$ cat config.mk
export PLATFORM = sky130hd
export DESIGN_NAME = audio_glob_ctl
export DESIGN_NICKNAME = d
export VERILOG_FILES = /design/src/rtl/agc_pkg.sv /design/src/rtl/agc_ctrl_reg.sv /design/src/rtl/agc_sema.sv /design/src/rtl/agc_status.sv /design/src/rtl/audio_glob_ctl.sv
export SDC_FILE = /design/constraint.sdc
export NUM_CORES = 1
export LEC_CHECK = 0
export ABC_AREA = 1
export CAP_MARGIN = 10
export CORE_MARGIN = 2
export CORE_UTILIZATION = 29
export DETAILED_ROUTE_END_ITERATION = 6
export GPL_TIMING_DRIVEN = 0
export PLACE_DENSITY = 0.86
export SETUP_SLACK_MARGIN = 0.15
export SYNTH_ARGS = -nofsm -noshare
export SYNTH_HDL_FRONTEND = slang
export SYNTH_SLANG_ARGS = --single-unit
$ cat constraint.sdc
create_clock -name clk -period 2.03 [get_ports clk]
set_clock_uncertainty 0.1 [all_clocks]
set_input_delay 0.406 -clock clk [delete_from_list [all_inputs] [get_ports clk]]
set_output_delay 0.406 -clock clk [all_outputs]
set_load 0.02 [all_outputs]
$ cat src/rtl/agc_pkg.sv
package agc_pkg;
  // register byte addresses
  localparam int ADR_CTRL = 'h0;
  localparam int ADR_STAT = 'h4;
  localparam int ADR_SEMA = 'h8;

  // control word fields
  localparam int CB_GPI_IE   = 0;
  localparam int CB_COLD     = 1;
  localparam int CB_WARM     = 2;
  localparam int CB_LINK_OFF = 3;
  localparam int CTRL_BITS   = 4;

  // status word fields
  localparam int SB_GPI      = 0;
  localparam int SB_MODEM_IN = 1;
  localparam int SB_MODEM_OUT= 2;
  localparam int SB_PCM_IN   = 5;
  localparam int SB_PCM_OUT  = 6;
  localparam int SB_MIC_IN   = 7;
  localparam int SB_PRI_RDY  = 8;
  localparam int SB_SEC_RDY  = 9;
  localparam int SB_PRI_RES  = 10;
  localparam int SB_SEC_RES  = 11;
  localparam int SB_RD_TMO   = 15;
  localparam int STAT_BITS   = 16;

  localparam int NUM_CH = 5;

  // status position of each channel interrupt line
  function automatic int chan_pos(input int idx);
    case (idx)
      0:       return SB_MIC_IN;
      1:       return SB_PCM_OUT;
      2:       return SB_PCM_IN;
      3:       return SB_MODEM_OUT;
      default: return SB_MODEM_IN;
    endcase
  endfunction

  typedef struct packed {
    logic link_off;
    logic cold;
    logic gpi_ie;
  } ctrl_t;
endpackage

$ cat src/rtl/agc_ctrl_reg.sv
module agc_ctrl_reg
  import agc_pkg::*;
#(
  parameter int WARM_CYCLES = 8
) (
  input  logic                 clk,
  input  logic                 rst_n,
  input  logic                 wr_en,
  input  logic [CTRL_BITS-1:0] wdata,
  output ctrl_t                ctrl,
  output logic                 warm_active,
  output logic [CTRL_BITS-1:0] ctrl_word
);
  localparam int CW = $clog2(WARM_CYCLES + 1);
  localparam logic [CW-1:0] LOAD = CW'(WARM_CYCLES);

  ctrl_t         ctrl_q;
  logic [CW-1:0] cnt;
  logic          abort, start;

  assign abort = wr_en && wdata[CB_COLD];
  assign start = wr_en && wdata[CB_WARM] && !wdata[CB_COLD] && (cnt == '0);

  always_ff @(posedge clk or negedge rst_n) begin
    if (!rst_n) begin
      ctrl_q <= '0;
    end else if (wr_en) begin
      ctrl_q.gpi_ie   <= wdata[CB_GPI_IE];
      ctrl_q.cold     <= wdata[CB_COLD];
      ctrl_q.link_off <= wdata[CB_LINK_OFF];
    end
  end

  always_ff @(posedge clk or negedge rst_n) begin
    if (!rst_n)           cnt <= '0;
    else if (abort)       cnt <= '0;
    else if (start)       cnt <= LOAD;
    else if (cnt != '0)   cnt <= cnt - CW'(1);
  end

  assign warm_active = (cnt != '0);
  assign ctrl        = ctrl_q;

  always_comb begin
    ctrl_word              = '0;
    ctrl_word[CB_GPI_IE]   = ctrl_q.gpi_ie;
    ctrl_word[CB_COLD]     = ctrl_q.cold;
    ctrl_word[CB_WARM]     = warm_active;
    ctrl_word[CB_LINK_OFF] = ctrl_q.link_off;
  end


  warm_hold_chk: assert property (@(posedge clk) disable iff (!rst_n)
    (cnt > CW'(1) && !abort) |=> warm_active);

  warm_end_chk: assert property (@(posedge clk) disable iff (!rst_n)
    (cnt == CW'(1)) |=> !warm_active);

  warm_cold_excl_chk: assert property (@(posedge clk) disable iff (!rst_n)
    warm_active |-> !ctrl_q.cold);

  cold_hold_chk: assert property (@(posedge clk) disable iff (!rst_n)
    !wr_en |=> $stable(ctrl_q.cold));
endmodule

$ cat src/rtl/agc_sema.sv
module agc_sema (
  input  logic clk,
  input  logic rst_n,
  input  logic cold,
  input  logic acc_start,
  input  logic acc_done,
  output logic busy
);
  logic busy_q;

  always_ff @(posedge clk or negedge rst_n) begin
    if (!rst_n)          busy_q <= 1'b0;
    else if (cold)       busy_q <= 1'b0;
    else if (acc_start)  busy_q <= 1'b1;
    else if (acc_done)   busy_q <= 1'b0;
  end

  assign busy = busy_q;


  sema_set_chk: assert property (@(posedge clk) disable iff (!rst_n)
    (acc_start && !cold) |=> busy);

  sema_clr_chk: assert property (@(posedge clk) disable iff (!rst_n)
    (acc_done && !acc_start) |=> !busy);

  sema_cold_chk: assert property (@(posedge clk) disable iff (!rst_n)
    cold |=> !busy);
endmodule

$ cat src/rtl/agc_status.sv
module agc_status
  import agc_pkg::*;
(
  input  logic                 clk,
  input  logic                 rst_n,
  input  logic [NUM_CH-1:0]    chan_irq,
  input  logic [1:0]           codec_rdy,
  input  logic [1:0]           codec_resume,
  input  logic                 rd_timeout,
  input  logic                 gpi_change,
  input  logic                 gpi_ie,
  output logic [STAT_BITS-1:0] stat_word,
  output logic                 irq
);
  always_comb begin
    stat_word             = '0;
    stat_word[SB_GPI]     = gpi_change;
    for (int i = 0; i < NUM_CH; i++)
      stat_word[chan_pos(i)] = chan_irq[i];
    stat_word[SB_PRI_RDY] = codec_rdy[0];
    stat_word[SB_SEC_RDY] = codec_rdy[1];
    stat_word[SB_PRI_RES] = codec_resume[0];
    stat_word[SB_SEC_RES] = codec_resume[1];
    stat_word[SB_RD_TMO]  = rd_timeout;
  end

  assign irq = (|chan_irq) | (gpi_ie & gpi_change);


  irq_chan_chk: assert property (@(posedge clk) disable iff (!rst_n)
    (|chan_irq) |-> irq);

  irq_quiet_chk: assert property (@(posedge clk) disable iff (!rst_n)
    (chan_irq == '0 && !gpi_change) |-> !irq);
endmodule

$ cat src/rtl/audio_glob_ctl.sv
module audio_glob_ctl
  import agc_pkg::*;
#(
  parameter int ADDR_W      = 4,
  parameter int DATA_W      = 32,
  parameter int WARM_CYCLES = 8
) (
  input  logic              clk,
  input  logic              rst_n,
  input  logic              reg_wr,
  input  logic [ADDR_W-1:0] reg_addr,
  input  logic [DATA_W-1:0] reg_wdata,
  output logic [DATA_W-1:0] reg_rdata,
  input  logic [NUM_CH-1:0] chan_irq,
  input  logic [1:0]        codec_rdy,
  input  logic [1:0]        codec_resume,
  input  logic              rd_timeout,
  input  logic              gpi_change,
  input  logic              acc_start,
  input  logic              acc_done,
  output logic              cold_rst,
  output logic              warm_rst,
  output logic              link_en,
  output logic              codec_busy,
  output logic              irq
);
  localparam logic [ADDR_W-1:0] A_CTRL = ADDR_W'(ADR_CTRL);
  localparam logic [ADDR_W-1:0] A_STAT = ADDR_W'(ADR_STAT);
  localparam logic [ADDR_W-1:0] A_SEMA = ADDR_W'(ADR_SEMA);

  ctrl_t                ctrl;
  logic                 warm_active, busy, ctrl_wr;
  logic [CTRL_BITS-1:0] ctrl_word;
  logic [STAT_BITS-1:0] stat_word;
  logic                 unused_wdata;

  assign ctrl_wr      = reg_wr && (reg_addr == A_CTRL);
  assign unused_wdata = ^reg_wdata[DATA_W-1:CTRL_BITS];

  agc_ctrl_reg #(.WARM_CYCLES(WARM_CYCLES)) u_ctrl (
    .clk        (clk),
    .rst_n      (rst_n),
    .wr_en      (ctrl_wr),
    .wdata      (reg_wdata[CTRL_BITS-1:0]),
    .ctrl       (ctrl),
    .warm_active(warm_active),
    .ctrl_word  (ctrl_word)
  );

  agc_sema u_sema (
    .clk      (clk),
    .rst_n    (rst_n),
    .cold     (ctrl.cold),
    .acc_start(acc_start),
    .acc_done (acc_done),
    .busy     (busy)
  );

  agc_status u_stat (
    .clk         (clk),
    .rst_n       (rst_n),
    .chan_irq    (chan_irq),
    .codec_rdy   (codec_rdy),
    .codec_resume(codec_resume),
    .rd_timeout  (rd_timeout),
    .gpi_change  (gpi_change),
    .gpi_ie      (ctrl.gpi_ie),
    .stat_word   (stat_word),
    .irq         (irq)
  );

  always_comb begin
    reg_rdata = '0;
    case (reg_addr)
      A_CTRL:  reg_rdata = DATA_W'(ctrl_word);
      A_STAT:  reg_rdata = DATA_W'(stat_word);
      A_SEMA:  reg_rdata = DATA_W'(busy);
      default: reg_rdata = '0;
    endcase
  end

  assign cold_rst   = ctrl.cold;
  assign warm_rst   = warm_active;
  assign link_en    = !ctrl.link_off;
  assign codec_busy = busy;


  ro_write_chk: assert property (@(posedge clk) disable iff (!rst_n)
    (reg_wr && reg_addr != A_CTRL) |=> ($stable(cold_rst) && $stable(link_en)));
endmodule

==> impl_metrics.json, run 1 <==
{
  "syn_area_sq_um": 748,
  "end_kind": "primary output",
  "globalRouteOverflowTotal": 0,
  "yosysSeqAreaShare_pct": 26.8,
  "syn_area_per_cell_sq_um": 7.06,
  "die_h_microns": 54.8,
  "grt_antenna_before_repair": 0,
  "worstPathCellList": "inv_2 > ha_2 > nand2_4 > dlygate4sd2_1",
  "finalCriticalPeriod_ns": 1.84,
  "drtAntennaViolNets": 0,
  "cts-root-buf": "clkbuf_4",
  "yosys.area.top_type": "dfrtp_1",
  "synth_most_common_cell": "inv_1",
  "cts_buffers": 3,
  "initial_core_util_pct": 30.5,
  "io_buffers": 40,
  "setup_ws_ns": 0.185,
  "p_leak_nw": 0.767,
  "path_class": "register to primary output",
  "final_core_util_pct": 53.6,
  "ff2ff_setup_slack_ns": 0.69,
  "grt_pass1_vias": 676,
  "path_delay_family": "buffers and inverters",
  "rsz0062_at_grt": "true",
  "status": "finished clean",
  "dp_hpwl_microns": 1550,
  "drv_slew": 0,
  "grt_use_total_pct": 13.1,
  "postSynth.asyncResetShare_pct": 100,
  "synth.distinct_cells": 21,
  "hold_violations": 0,
  "gp_congestion": 0.756,
  "firstDrtPassIters": 4,
  "netlist_instances": 106,
  "die_x_microns": 54.8,
  "cts_tree": "built",
  "syn_to_final_growth_pct": 75.8,
  "dp_slack_ns": -0.656,
  "nets": 231,
  "peakVddDrop_uv": 498,
  "clock-sinks": 8,
  "synth-edff-count": 0,
  "finalWirelength_microns": 2050,
  "rows": 18,
  "htreeDepth": 1,
  "vias": 821,
  "critPathLaunchType": "register",
  "yosys_most_used_dff": "dfrtp_1",
  "period_share_pct": 90.9,
  "route.detailed.drc": 0,
  "wire_per_inst_microns": 10.0,
  "grtUsageMet2_pct": 24.2,
  "dpl-instance-area_sq_um": 1260,
  "crit_required_ns": 1.52,
  "ys_warn_count": 0,
  "max_cap_violations": 0,
  "synth_seq_cells": 8,
  "max_stage_delay_ns": 0.38,
  "critPathArrivalTime_ns": 1.34,
  "routed_via_density": 4.00,
  "grt_use_met1_pct": 14.1,
  "clock_latency_ns": 0.26,
  "hold_class": "primary input to asynchronous set/reset pin",
  "dieArea_sq_um": 3000,
  "n_antenna_cell": 0,
  "synth_top_area_share_pct": 26.8,
  "top_usage_layer": "met2",
  "path_buf_inv": 2,
  "final-setup-viol-count": 0,
  "grt_max_degree": 9,
  "crit_fanout": 5,
  "cts_hold_buf": 0,
  "grt_pass1_wl_microns": 2840,
  "core-area_sq_um": 2450,
  "cp_slowest_cell": "dfrtp_1",
  "cts.reportedPaths.clkPinSlew_ns": 0.06,
  "whs_ns": 0.331,
  "fmax_ghz": 0.542,
  "fin_area_sq_um": 1320,
  "drtIter0Drc": 8,
  "io-pin-count": 89,
  "synth_area_leaders": "dfrtp_1, buf_4, inv_1",
  "synth_commonest_cells": "inv_1, buf_4, nor2_1, nand2_1, dfrtp_1",
  "drive_gt1_share_pct": 36.6,
  "power-per-cell-area_nw_per_um2": 705,
  "clock_path_buffers": 2,
  "met3_usage_pct": 1.91
}
area by class of cell:
class / count / area (sq um)
fill: 236 / 1140
multi-input combinational: 76 / 444
timing repair buffer: 46 / 375
sequential: 8 / 200
buffer: 20 / 150
inverter: 22 / 85.1
tap: 30 / 37.5
clock buffer: 3 / 22.5
report_power, final:
group	switching, W	internal, W	leakage (nW)
logic	0.000286	0.000245	0.657
registers	0.0000456	0.000222	0.0960
clock network	0.0000600	0.0000681	0.0138
worst register-to-register path, cell delays in order (launching register included):
cell and delay (ns):
dfrtp_1 0.38, inv_2 0.09, ha_2 0.20, nand2_4 0.08, nor2_1 0.12, nand2_2 0.08, nand2_2 0.09, nor2_1 0.05
nor2_1 0.09
routing by layer:
| layer | vias to the layer above | part of all wire, % |
|---|---|---|
| met4 | 0 | 0.49 |
| met3 | 2 | 9.9 |
| met1 | 356 | 37 |
| met5 | - | 0 |
| met2 | 38 | 52 |
| li1 | 425 | - |
cell usage in the layout (no fill, tap or decap), drive strengths merged, types with 2 or more instances in the layout:
cell,count
a21oi,3
dfrtp,8
clkbuf,5
buf,39
o22ai,2
nor3,2
o21ai,3
inv,22
ha,2
nand2,17
clkdlybuf4s50,22
nand4,3
nor2,18
conb,20
dlygate4sd2,2
nand3,3
sequential cells by signal, summed over array words and instances, names as in the netlist:
| register | count |
|---|---|
| u_ctrl.cnt | 4 |
| u_ctrl.ctrl | 3 |
| u_sema.busy | 1 |
final timing paths:
check | startpoint | cells after the start | to
max | u_ctrl.cnt[0] | 4 | warm_rst
min | rst_n | 1 | u_ctrl.cnt[1]
max reg2reg | u_ctrl.cnt[0] | 8 | u_ctrl.cnt[3]
min reg2reg | u_ctrl.ctrl[1] | 1 | u_sema.busy
max in group asynchronous | rst_n | 1 | u_ctrl.cnt[2]
min in group clk | u_ctrl.ctrl[1] | 1 | u_sema.busy
stage by stage:
step | power [W] | setup TNS, ns | std cells
5_1_grt | 0.00100 | 0 | 205
3_3_place_gp | 0.000726 | -6.47 | 195
2_1_floorplan | 0.000588 | 0 | 125
4_1_cts | 0.000881 | 0 | 201
6_report | 0.000928 | 0 | 205
3_5_place_dp | 0.000748 | -6.79 | 195
repair_timing:
| item | in CTS | in global routing |
|---|---|---|
| gates cloned | 1 | 0 |
| setup endpoints to repair | 14 | 7 |
| setup buffers | 2 | 4 |
| resized for setup | 73 | 9 |
| pin swaps | 4 | 3 |
kinds of logic after synthesis:
logic type	Yosys count	synth area share, %
fa+ha+maj	2	3.34
flops	8	26.8
xor+xnor	1	1.17
other cells	1	0.501
compound gates	9	6.85
simple gates	43	30.3
buf+inv	42	31.1
(Power assumes the default switching activity.)
==> inputs of run 2 (changes only) <==
ABC_AREA = not set   (was 1)
CORE_UTILIZATION = 27   (was 29)
PLACE_DENSITY = 0.84   (was 0.86)
==> impl_metrics.json, run 2 <==
{
  "final_cell_mix": "buf_4, conb_1, clkdlybuf4s50_1",
  "hold_class": "primary input to asynchronous set/reset pin",
  "drtAntennaViolNets": 0,
  "end_kind": "primary output",
  "cts_tree": "built",
  "grt_pass1_wl_microns": 3170,
  "synth.distinct_cells": 27,
  "firstDrtPassIters": 2,
  "postSynth.asyncResetShare_pct": 100,
  "route.detailed.drc": 0,
  "path_class": "register to primary output",
  "yosys_most_used_dff": "dfrtp_1",
  "synth_commonest_cells": "buf_4, and3_1, dfrtp_1, inv_1, nand2_1",
  "clock_latency_ns": 0.26,
  "synth-edff-count": 0,
  "drv_slew": 0,
  "die_h_microns": 54.8,
  "rsz0062_at_grt": "true",
  "die_x_microns": 54.8,
  "p_int_w": 0.000613,
  "wire_per_inst_microns": 11.5,
  "gp_congestion": 0.696,
  "status": "finished clean",
  "crit_required_ns": 1.52,
  "finalCriticalPeriod_ns": 1.93,
  "met3_usage_pct": 4.64,
  "cts.reportedPaths.clkPinSlew_ns": 0.05,
  "power_frac_clock_pct": 12.1,
  "synth_most_common_cell": "buf_4",
  "dp_hpwl_microns": 1580,
  "routed_via_density": 4.35,
  "fillCellCount": 229,
  "synth_area_leaders": "dfrtp_1, buf_4, and3_1",
  "instances_no_fill": 185,
  "grt_use_total_pct": 15.0,
  "nets": 211,
  "netlist_instances": 83,
  "ys_warn_count": 0,
  "peakVddDrop_uv": 535,
  "initial_core_util_pct": 28.4,
  "swShare_pct": 38.4,
  "period_share_pct": 95.3,
  "core-area_sq_um": 2450,
  "p_leak_nw": 0.707,
  "drive_gt1_share_pct": 41.3,
  "critPathLaunchType": "register",
  "final-setup-viol-count": 0,
  "grt_use_met1_pct": 15.0,
  "clock_path_buffers": 2,
  "hold_violations": 0,
  "power.total_w": 0.000995,
  "synth_top_area_share_pct": 28.7,
  "largest_register_ffs": 4,
  "n_antenna_cell": 0,
  "max_cap_violations": 0,
  "power_frac_comb_pct": 59.5,
  "yosysSeqAreaShare_pct": 28.7,
  "grt_pass1_vias": 753,
  "cts_buffers": 3,
  "top_usage_layer": "met2",
  "synth_seq_cells": 8,
  "yosys.area.top_type": "dfrtp_1",
  "globalRouteOverflowTotal": 0,
  "p_seq_share_pct": 28.4,
  "final_common_cell": "buf_4",
  "grtUsageMet2_pct": 30.0,
  "io-pin-count": 89,
  "syn_area_sq_um": 697,
  "syn_area_per_cell_sq_um": 8.40,
  "grt_antenna_before_repair": 0,
  "rows": 18,
  "dp_cells": 172,
  "io_buffers": 40,
  "finalWirelength_microns": 2140,
  "syn_to_final_growth_pct": 93.5,
  "top_register": "u_ctrl.cnt",
  "grt_max_degree": 11,
  "vias": 805,
  "power-per-cell-area_nw_per_um2": 737,
  "cts_hold_buf": 0,
  "dieArea_sq_um": 3000,
  "critPathArrivalTime_ns": 1.43,
  "clock-sinks": 8,
  "htreeDepth": 1,
  "fmax_ghz": 0.517,
  "switching_power_w": 0.000382,
  "cts-root-buf": "clkbuf_4",
  "drtIter0Drc": 4,
  "crit_fanout": 2
}
## run 2: through the flow
step	setup WS, ns	hold slack [ns]	TNS (ns)	area (sq um)	utilization (%)
finish	0.0956	0.325	0	1350	54.9
floorplan	0.283	0.0104	0	773	-
CTS	0.101	0.343	0	1320	53.9
global route	0.0231	0.359	0	1350	54.9
global placement	-0.868	0.395	-10.45	1210	49.3
detailed placement	-0.945	0.400	-11.14	1210	49.3
## run 2: cell families (layout without fill, tap and decap cells)
group,count (synthesis),in the layout,synth area share (%)
and+or+nand+nor,30,31,24.4
other,1,20,0.538
AOI/OAI and AO/OA,10,10,9.16
adders and majority gates,2,2,3.59
buffers and inverters,26,78,24.8
DFF,8,8,28.7
xor gates and xnor gates,1,1,1.26
muxes,5,5,7.54
## run 2: worst max-delay path: stages (launching register included)
cell and delay [ns]:
dfrtp_1 0.40, inv_2 0.09, ha_4 0.13, nor3b_4 0.19
o21ai_1 0.07, and2_1 0.16, buf_6 0.13
## run 2: what timing repair did
action | 4_1_cts | 5_1_grt
resized for setup | 89 | 15
setup endpoints to repair | 15 | 10
setup buffers | 8 | 1
cloned | 1 | 0
pin swaps | 5 | 4
## run 2: final timing paths
path,slack [ns],end,depth (start not counted),from
hold reg to reg,0.41,u_ctrl.ctrl[2],1,u_ctrl.ctrl[2]
min in group clk,0.41,u_ctrl.ctrl[2],1,u_ctrl.ctrl[2]
setup reg to reg,0.37,u_ctrl.cnt[3],7,u_ctrl.cnt[1]
setup / recovery,0.1,reg_rdata[2],6,u_ctrl.cnt[1]
max in group asynchronous,1.24,u_ctrl.ctrl[2],1,rst_n
hold / removal,0.32,u_ctrl.cnt[2],1,rst_n
## run 2: power groups by stage
| stage | Sequential [W] | Clock, W | Combinational [W] |
|---|---|---|---|
| after global routing | 0.000288 | 0.000134 | 0.000657 |
| after CTS | 0.000279 | 0.000123 | 0.000564 |
| after global placement | 0.000271 | 0 | 0.000413 |
| final | 0.000283 | 0.000121 | 0.000591 |
| after detailed placement | 0.000276 | 0 | 0.000434 |
| after floorplan | 0.000271 | 0 | 0.000282 |
## run 2: layer usage
metal / wire (microns) / vias up
li1: - / 392
met1: 749 / 372
met2: 1180 / 34
met3: 169 / 7
met4: 39 / 0
met5: 0 / -
## run 2: final cells by class
cell class	count	area (sq um)	share of cell area, %
sequential	8	200	14.8
tap	30	37.5	2.78
buffer	21	158	11.7
clock buffer	3	22.5	1.67
inverter	5	21.3	1.58
timing repair buffer	49	449	33.3
multi-input combinational	69	460	34.1
